## config.mk

```make
export PLATFORM = sky130hd
export DESIGN_NAME = busarb_tx_monitor
export DESIGN_NICKNAME = d
export VERILOG_FILES = /design/src/rtl/busarb_pkg.sv /design/src/rtl/busarb_launch.sv /design/src/rtl/busarb_readback.sv /design/src/rtl/busarb_tx_monitor.sv
export SDC_FILE = /design/constraint.sdc
export NUM_CORES = 1
export LEC_CHECK = 0
export ABC_AREA = 1
export BUFFER_PORTS_ARGS = -buffer_cell sky130_fd_sc_hd__buf_2
export CAP_MARGIN = 30
export CORE_AREA = 2 2 39 41
export CTS_CLUSTER_DIAMETER = 150
export CTS_CLUSTER_SIZE = 14
export DETAILED_ROUTE_END_ITERATION = 8
export DIE_AREA = 0 0 41 43
export PLACE_DENSITY = 0.49
export SKIP_LAST_GASP = 1
export SYNTH_ARGS = -nofsm -noshare
export SYNTH_HDL_FRONTEND = slang
export SYNTH_HIERARCHICAL = 1
export SYNTH_SLANG_ARGS = --single-unit
export TNS_END_PERCENT = 10
```

## constraint.sdc

```tcl
create_clock -name clk -period 1.4 [get_ports clk]
set_clock_uncertainty 0.05 [all_clocks]
set_input_delay 0.28 -clock clk [delete_from_list [all_inputs] [get_ports clk]]
set_output_delay 0.28 -clock clk [all_outputs]
set_load 0.01 [all_outputs]
```

## src/rtl/busarb_pkg.sv

```systemverilog
package busarb_pkg;
  localparam logic LVL_DOM = 1'b0;
  localparam logic LVL_REC = 1'b1;

  typedef enum logic [1:0] {
    RB_MATCH = 2'd0,
    RB_LOST  = 2'd1,
    RB_FAULT = 2'd2
  } rb_verdict_e;
endpackage

```

## src/rtl/busarb_launch.sv

```systemverilog
module busarb_launch
  import busarb_pkg::*;
(
  input  logic clk,
  input  logic rst_n,
  input  logic bit_start,
  input  logic frame_start,
  input  logic tx_valid,
  input  logic tx_bit,
  input  logic arb_field,
  input  logic lost,
  output logic tx_ready,
  output logic tx_pin,
  output logic bit_live,
  output logic bit_arb
);
  logic blocked;
  logic take;

  assign blocked  = lost & ~frame_start;
  assign tx_ready = bit_start & ~blocked;
  assign take     = tx_ready & tx_valid;

  always_ff @(posedge clk or negedge rst_n) begin
    if (!rst_n) begin
      tx_pin   <= LVL_REC;
      bit_live <= 1'b0;
      bit_arb  <= 1'b0;
    end else if (bit_start) begin
      if (take) begin
        tx_pin   <= tx_bit;
        bit_live <= 1'b1;
        bit_arb  <= arb_field;
      end else begin
        tx_pin   <= LVL_REC;
        bit_live <= 1'b0;
        bit_arb  <= 1'b0;
      end
    end
  end


  idle_release_chk: assert property (@(posedge clk) disable iff (!rst_n)
    (bit_start && !take) |=> (tx_pin == LVL_REC && !bit_live));
endmodule

```

## src/rtl/busarb_readback.sv

```systemverilog
module busarb_readback
  import busarb_pkg::*;
(
  input  logic clk,
  input  logic rst_n,
  input  logic bit_start,
  input  logic sample_pt,
  input  logic frame_start,
  input  logic bus_rx,
  input  logic tx_pin,
  input  logic bit_live,
  input  logic bit_arb,
  output logic lost,
  output logic bit_error
);
  rb_verdict_e verdict;
  logic        checked;
  logic        judge;

  always_comb begin
    verdict = RB_MATCH;
    if (tx_pin == LVL_REC && bus_rx == LVL_DOM)
      verdict = bit_arb ? RB_LOST : RB_FAULT;
    else if (tx_pin == LVL_DOM && bus_rx == LVL_REC)
      verdict = RB_FAULT;
  end

  assign judge = sample_pt & ~bit_start & bit_live & ~checked;

  always_ff @(posedge clk or negedge rst_n) begin
    if (!rst_n) begin
      lost      <= 1'b0;
      bit_error <= 1'b0;
      checked   <= 1'b0;
    end else begin
      bit_error <= judge && (verdict == RB_FAULT);
      if (bit_start)  checked <= 1'b0;
      else if (judge) checked <= 1'b1;
      if (frame_start)                        lost <= 1'b0;
      else if (judge && verdict == RB_LOST)   lost <= 1'b1;
    end
  end


  err_pulse_chk: assert property (@(posedge clk) disable iff (!rst_n)
    bit_error |=> !bit_error);


  silent_loss_chk: assert property (@(posedge clk) disable iff (!rst_n)
    $rose(lost) |-> !bit_error);
endmodule

```

## src/rtl/busarb_tx_monitor.sv

```systemverilog
module busarb_tx_monitor
  import busarb_pkg::*;
(
  input  logic clk,
  input  logic rst_n,
  input  logic bit_start,
  input  logic sample_pt,
  input  logic bus_rx,
  input  logic frame_start,
  input  logic arb_field,
  input  logic tx_valid,
  input  logic tx_bit,
  output logic tx_ready,
  output logic tx_pin,
  output logic arb_lost,
  output logic bit_error
);
  logic bit_live;
  logic bit_arb;

  busarb_launch u_launch (
    .clk(clk), .rst_n(rst_n), .bit_start(bit_start), .frame_start(frame_start),
    .tx_valid(tx_valid), .tx_bit(tx_bit), .arb_field(arb_field), .lost(arb_lost),
    .tx_ready(tx_ready), .tx_pin(tx_pin), .bit_live(bit_live), .bit_arb(bit_arb)
  );

  busarb_readback u_readback (
    .clk(clk), .rst_n(rst_n), .bit_start(bit_start), .sample_pt(sample_pt),
    .frame_start(frame_start), .bus_rx(bus_rx), .tx_pin(tx_pin),
    .bit_live(bit_live), .bit_arb(bit_arb), .lost(arb_lost), .bit_error(bit_error)
  );


  pin_stable_chk: assert property (@(posedge clk) disable iff (!rst_n)
    !bit_start |=> $stable(tx_pin));


  lost_recessive_chk: assert property (@(posedge clk) disable iff (!rst_n)
    arb_lost |-> (tx_pin == LVL_REC));


  lost_hold_chk: assert property (@(posedge clk) disable iff (!rst_n)
    (arb_lost && !frame_start) |=> arb_lost);


  lost_block_chk: assert property (@(posedge clk) disable iff (!rst_n)
    (arb_lost && !frame_start) |-> !tx_ready);
endmodule

```

# Word level (Yosys, flattened, before mapping)
# Cells that the tools add are included.
dict set report classes {
  n_eq_ne 2
  n_mux 10
  bitwise 12
  reduce_logical 6
}
# cell count
set ops {}
lappend ops {{2-to-1 mux 1 bit} 7}
lappend ops {{AND 1 bit} 6}
lappend ops {{2-to-1 mux 2 bit} 3}
lappend ops {{inverter 1 bit} 6}
lappend ops {{logical AND 1 bit} 4}
lappend ops {{nonzero test 2 bit} 2}
lappend ops {{equality test 2 x 1 -> 1 bit (second input constant)} 1}
lappend ops {{equality test 2 bit (second input constant)} 1}
dict set report totals {
  reg_bits 6
  in_bits 9
  output_inout_bits 4
}

# Depth between registers and ports, before layout
# Gate-level depths: netlist of the first run.
dict set report depth {
  word_depth 8
  ltp_mapped 5
  ltp_nobuf 5
}

# Modules after synthesis
# Netlist of the first run, hierarchy kept.
# module n_inst cells_each area_each_um2 seq_area_each_um2
set modules_own_cells {}
lappend modules_own_cells {busarb_readback 1 19 147.6 75.1}
lappend modules_own_cells {busarb_launch 1 18 145.1 76.3}

# Worst setup path before layout of the first run
# OpenSTA, ideal clock, no wires.
dict set report synth_path {
  kind {register to register}
  from {register u_launch.tx_pin}
  to {register u_readback.lost}
  arrival_time_ns 0.851
  required_ns 1.277
  setup_slack_ns 0.426
  stages_incl_launch_ff 5
  n_path_buf 0
  path_cell_list {dfstp_2 > nand2_1 > nor2_1 > nand2_1 > a21oi_2}
}
dict set report synth_via {
  elab_chain_cells 7
  word_cells_on_any_way 8
}
# element line_no
set synth_lines {}
lappend synth_lines {{start, declared} busarb_launch.sv:13} ;# output logic tx_pin,
lappend synth_lines {{start signal, assigned} busarb_launch.sv:31} ;# tx_pin <= tx_bit;
lappend synth_lines {{inverter 1 bit} busarb_readback.sv:24} ;# else if (tx_pin == LVL_DOM && bus_rx == LVL_REC)
lappend synth_lines {{logical AND 1 bit} busarb_readback.sv:24}
lappend synth_lines {{2-to-1 mux 2 bit} busarb_readback.sv:24}
lappend synth_lines {{2-to-1 mux 2 bit *} busarb_readback.sv:22} ;# if (tx_pin == LVL_REC && bus_rx == LVL_DOM)
lappend synth_lines {{equality test 2 x 1 -> 1 bit *} busarb_readback.sv:40} ;# else if (judge && verdict == RB_LOST) lost <= 1'b1;
lappend synth_lines {{logical AND 1 bit *} busarb_readback.sv:40}
lappend synth_lines {{nonzero test 2 bit (no source line) *} n/a}
lappend synth_lines {{end signal, assigned} busarb_readback.sv:32} ;# lost <= 1'b0;
lappend synth_lines {{end signal, assigned} busarb_readback.sv:39} ;# if (frame_start) lost <= 1'b0;
lappend synth_lines {{end signal, assigned} busarb_readback.sv:40}
lappend synth_lines {{end, declared} busarb_readback.sv:13} ;# output logic lost,
# Mark *: on every way between the ends. The rest lies on a longest branch, timed or not.
# A chain may end at the register's enable or synchronous reset.

# Worst setup path in the final report of the first run
dict set report layout_path {
  from {register u_readback.lost}
  to {output port tx_ready}
}
dict set report layout_via {
  elab_chain_cells 3
}
# element line_no
set layout_lines {}
lappend layout_lines {{AND 1 bit} busarb_launch.sv:20} ;# assign blocked = lost & ~frame_start;
lappend layout_lines {{inverter 1 bit} busarb_launch.sv:21} ;# assign tx_ready = bit_start & ~blocked;
lappend layout_lines {{AND 1 bit} busarb_launch.sv:21}
lappend layout_lines {{end, declared} busarb_tx_monitor.sv:13} ;# output logic tx_ready,
# Every way passes these cells.

==> results.tsv, run 1 <==
stage	metric	value	unit
clock_network	H-tree levels	1	
clock_network	Setup Buffers After CTS	0	
power	Sw Pwr	106	uW
final_layout	fin nets	64	
critical_path	WP buf/inv	1	
power	power density cells	1040	nW/um^2
sta	Slew Limit Fails	0	
critical_path	Worst path slowest cell	dfrtp_1	
place	GP Congestion	0.566	
critical_path	CP delay by family, top	flip-flops	
sta	final setup margin	0.112	ns
drt	drt total wl	641	microns
sta	Tcrit/Tclk final	0.920	
critical_path	Data arrival, critical path	0.96	ns
synthesis	Synth Area in Simple Gates	0.265	
hold_path	Hold Crit Class	in -> reg	
sta	worst slew pin tran	0.150	ns
synthesis	number of synthesized flops with an enable pin	0	
critical_path	WP data required	1.07	ns
power	sequential power share	0.454	
synthesis	post-synthesis sequential area ratio	0.517	
clock_network	maximum buffer depth of the clock tree	2	
sta	Tmin final	1.29	ns
grt	global-route wire length before repair	993	microns
critical_path	CP Class	reg -> out	
critical_path	CP Depth	2	
power	Net Sw Frac	0.249	
clock_network	CTS-repair resized insts	0	
grt	largest net degree at the start of global routing	7	
final_layout	share of cells above drive strength 1	0.389	
sta	Slew headroom	0.900	
synthesis	Mapped Cells	37	
drt	via count	274	
synthesis	top cell type's share of synthesized area	0.427	
clock_network	Num CTS Buffers	3	
critical_path	nature of the critical path startpoint	flop	
synthesis	Post-Syn Nets	46	
drt	residual DRC count	0	
drt	routed length per placed instance	9.16	microns
floorplanning	Starting Density	0.212	
power	Clock power frac	0.417	
critical_path	Reg2Reg Depth	4	
synthesis	Top FF cell, synth	dfrtp_1	
final_layout	Area Overhead vs Synth	39.7	%
sta	Max Clock Freq	777	MHz
place	pre-CTS setup slack	0.351	ns
critical_path	Max stage delay on crit path	0.41	ns
clock_network	clk_lat worst skew	0.25	ns
synthesis	leading area contributor after synthesis	dfrtp_1	
sta	final setup TNS	0	ns
clock_network	CTS Hold Bufs	1	
synthesis	Synth Area in XOR/XNOR	0	
drt	via/cell ratio	3.91	
clock_network	Worst-path clk slew	0.05	ns
synthesis	Post-synth top cells	nand2_1 (11), inv_1 (7), dfrtp_1 (5), nor2_1 (3)	
sta	Hold Vio Cnt, Final	0	
floorplanning	# rows	14	
synthesis	mux share of post-synthesis cell area	0	
clock_network	CTS tree	done	
grt	vias in the first global route	258	
drt	first-pass iteration count of the detailed router	2	
grt	GRT Overall Usage	0.0848	
synthesis	post-synthesis adder-cell area fraction	0	
power	Logic pwr share	0.129	
power	Pleak	0.000226	uW
synthesis	largest family of logic cells by synthesized area	simple AND/OR/NAND/NOR gates	
synthesis	Synth cell types	12	
place	Port Buffers	12	
sta	RSZ-0062 raised after global routing	no	
status	outcome	finished clean	
floorplanning	Die X	41	microns
synthesis	synthesized area per cell	7.91	sq um
floorplanning	Chip Height	43	microns
synthesis	synth warn	6	
synthesis	#FFs+latches synth	6	
synthesis	Synth area leaders	dfrtp_1 (43%), nand2_1 (14%), dfstp_2 (9.0%)	
synthesis	most frequent cell after synthesis	nand2_1	
place	detailed placement HPWL	521	microns
hold_path	hold depth	2	
floorplanning	I/O pins	13	
power	worst vdd ir	0.000234	V
grt	GRT overflow	0	
drt	ANT nets after route	0	
sta	setup violators final	0	
critical_path	crit end category	primary output	
synthesis	area fraction in compound gates after synthesis	0.103	
drt	number of DRC markers in iteration 0	6	
power	Int Pwr	319	uW
final_layout	n_diodes	0	
synthesis	Cell Area, Synth	293	sq um
clock_network	clk root buf	clkbuf_4	
floorplanning	CORE AREA	1380	sq um
sta	WHS	0.150	ns
critical_path	worst-path cell chain	a21oi_2 -> buf_2	
floorplanning	die area	1760	sq um
job	max-cap violations	0	
grt	initial antenna violation count	0	
critical_path	maximum fanout along the worst path	4	
clock_network	CTS Sinks	6	
synthesis	Async S/R FF share, synth	1.00	
## metal layers
metal / up-vias / share of wire / GRT usage
li1: 145 / - / -
met1: 119 / 0.48 / 0.101
met2: 10 / 0.44 / 0.119
met3: 0 / 0.081 / 0.0157
met4: 0 / 0 / 0.0800
met5: - / 0 / 0
## area by class of cell
class                           instances  area (sq um)
Tap cell                               16          20.0
Sequential cell                         6           151
Clock buffer                            4          26.3
Multi-Input combinational cell         22           108
Timing Repair Buffer                   13          70.1
Inverter                                9          33.8
Fill cell                             158           975
## cell families after synthesis
group | after synthesis
flops | 6
compound gates | 4
buf+inv | 9
simple gates | 18
## power by group through the flow
stage               registers, uW  clock network [uW]  logic (uW)
global placement              196                   0        53.6
CTS                           193                 189        55.9
detailed placement            196                   0        53.5
floorplan                     196                   0        25.9
finish                        193                 177        54.8
global route                  194                 200        62.2
## cells in the final DEF, fill, tap and decap left out, types with 2 or more instances in the layout
master,n
nand4_1,2
nor2_1,3
inv_1,7
inv_2,2
clkbuf_4,3
buf_2,12
nand2_1,11
a21oi_2,2
dfrtp_1,5
## metrics by stage
step	instance area (sq um)	utilization	cells	total power (uW)
floorplan	293	-	37	222
global placement	373	0.269	65	249
detailed placement	373	0.269	65	249
CTS	409	0.296	70	438
global route	409	0.296	70	456
finish	409	0.296	70	425
## flip-flops by register name, indices dropped and copies added, names as in the netlist
register,flops
u_launch/bit_live,1
u_launch/tx_pin,1
u_readback/checked,1
u_launch/bit_arb,1
u_readback/bit_error,1
u_readback/lost,1
## worst paths after layout
path                                      end  slack (ns)               from
min reg2reg                 u_launch/bit_live        0.44  u_launch/bit_live
max in group asynchronous     u_launch/tx_pin        0.74              rst_n
min in group asynchronous  u_readback/checked        0.33              rst_n
min                           u_readback/lost        0.15        frame_start
max reg2reg                   u_readback/lost        0.40    u_launch/tx_pin
max                                  tx_ready        0.11    u_readback/lost
No activity file was read; power rests on OpenSTA's default activity.
==> run 2, diff against run 1 <==
Settings changed: BUFFER_PORTS_ARGS -buffer_cell sky130_fd_sc_hd__buf_2 to not set, CAP_MARGIN 30 to not set, DONT_BUFFER_PORTS set to 1, PLACE_DENSITY 0.49 to 0.41.
==> run 2 against run 1 <==
Compared with the run above: fmax up 1.1%; cell count decreased by 17%; flip-flop and latch count did not move; via count fell by 15%; sequential power hardly changed.
==> results.tsv, run 2 (synthesized netlist as in run 1, its figures left out) <==
stage	metric	value	unit
sta	Hold Vio Cnt, Final	0	
final_layout	Final Util	0.252	
critical_path	WP buf/inv	0	
sta	Slew Limit Fails	0	
final_layout	most frequent cells in the layout	nand2_1 (11), inv_1 (7), dfrtp_1 (5)	
critical_path	Worst path slowest cell	dfrtp_1	
sta	Tmin final	1.27	ns
drt	residual DRC count	0	
floorplanning	# rows	14	
clock_network	CTS tree	done	
floorplanning	die area	1760	sq um
grt	GRT Overall Usage	0.0937	
final_layout	fin area	349	sq um
power	power density cells	1160	nW/um^2
grt	global-route wire length before repair	986	microns
sta	final setup TNS	0	ns
clock_network	H-tree levels	1	
final_layout	fin nets	52	
drt	first-pass iteration count of the detailed router	2	
grt	vias in the first global route	239	
clock_network	Worst-path clk slew	0.05	ns
power	Final Power	405	uW
hold_path	hold depth	1	
power	worst vdd ir	0.000271	V
sta	final setup margin	0.127	ns
critical_path	nature of the critical path startpoint	flop	
place	Placed Area	313	sq um
critical_path	worst-path cell chain	a21oi_2	
floorplanning	Starting Density	0.212	
drt	via/cell ratio	4.00	
final_layout	FILL cells	165	
status	outcome	finished clean	
drt	ANT nets after route	0	
grt	GRT overflow	0	
clock_network	clk_lat worst skew	0.24	ns
power	Pleak	0.000177	uW
critical_path	CP Class	reg -> out	
sta	Slew headroom	0.809	
drt	number of DRC markers in iteration 0	4	
drt	routed length per placed instance	10.3	microns
final_layout	share of cells above drive strength 1	0.214	
hold_path	Hold Crit Class	in -> reg	
clock_network	clk root buf	clkbuf_4	
critical_path	Max stage delay on crit path	0.45	ns
critical_path	Data arrival, critical path	0.94	ns
final_layout	commonest non-fill, non-tap cell in the layout	nand2_1	
clock_network	CTS Sinks	6	
final_layout	n_diodes	0	
critical_path	CP Depth	1	
clock_network	CTS-repair resized insts	0	
sta	worst slew pin tran	0.286	ns
critical_path	crit end category	primary output	
job	max-cap violations	0	
clock_network	Setup Buffers After CTS	0	
sta	setup violators final	0	
sta	Tcrit/Tclk final	0.910	
sta	RSZ-0062 raised after global routing	no	
drt	drt total wl	598	microns
drt	via count	232	
clock_network	maximum buffer depth of the clock tree	2	
critical_path	maximum fanout along the worst path	4	
final_layout	Area Overhead vs Synth	19.2	%
floorplanning	CORE AREA	1380	sq um
floorplanning	Die X	41	microns
critical_path	WP data required	1.07	ns
final_layout	register area	151	sq um
floorplanning	Chip Height	43	microns
place	GP Congestion	0.642	
place	detailed placement HPWL	485	microns
floorplanning	I/O pins	13	
clock_network	Num CTS Buffers	3	
place	Port Buffers	0	
grt	initial antenna violation count	0	
clock_network	CTS Hold Bufs	1	
critical_path	Reg2Reg Depth	4	
place	pre-CTS setup slack	0.374	ns
grt	largest net degree at the start of global routing	7	
critical_path	CP delay by family, top	flip-flops	
sta	Max Clock Freq	785	MHz
final_layout	multi-input logic area	108	sq um
run 2: changes by cell type in the layout (fill, tap and decap cells not counted):
cell   previous run  this run
buf_2            12         0
run 2: per-layer routing:
layer,share of wire,track usage,vias to the layer above
li1,-,-,123
met1,0.49,0.110,97
met2,0.39,0.100,12
met3,0.12,0.0628,0
met4,0,0.100,0
met5,0,0,-
run 2: metrics by stage:
step | std cells | hold WS, ns
finish | 58 | 0.0389
detailed placement | 53 | -0.0654
CTS | 58 | 0.0267
global route | 58 | 0.0188
floorplan | 37 | -0.0656
global placement | 53 | -0.0654
run 2: path summary, 6_finish.rpt:
check	endpoint	from	slack, ns
worst max-delay path	tx_ready	u_readback/lost	0.13
worst min-delay path	u_readback/lost	frame_start	0.04
worst max register to register	u_readback/lost	u_launch/tx_pin	0.37
worst min register to register	u_launch/bit_live	u_launch/bit_live	0.43
max in group asynchronous	u_launch/tx_pin	rst_n	0.72
min in group asynchronous	u_readback/checked	rst_n	0.30
run 2: final cells by class:
type / count / area share
multi-input cells: 22 / 0.308
inverters: 9 / 0.0968
flip-flops and latches: 6 / 0.434
clock buffers: 4 / 0.0753
well taps: 16 / 0.0573
repair buffers: 1 / 0.0287
run 2: where the power goes:
part           switching, uW  leakage, uW  internal (uW)
Combinational           20.9    0.0000848           13.7
Clock                   67.0    0.0000150            108
Sequential              8.76    0.0000770            186
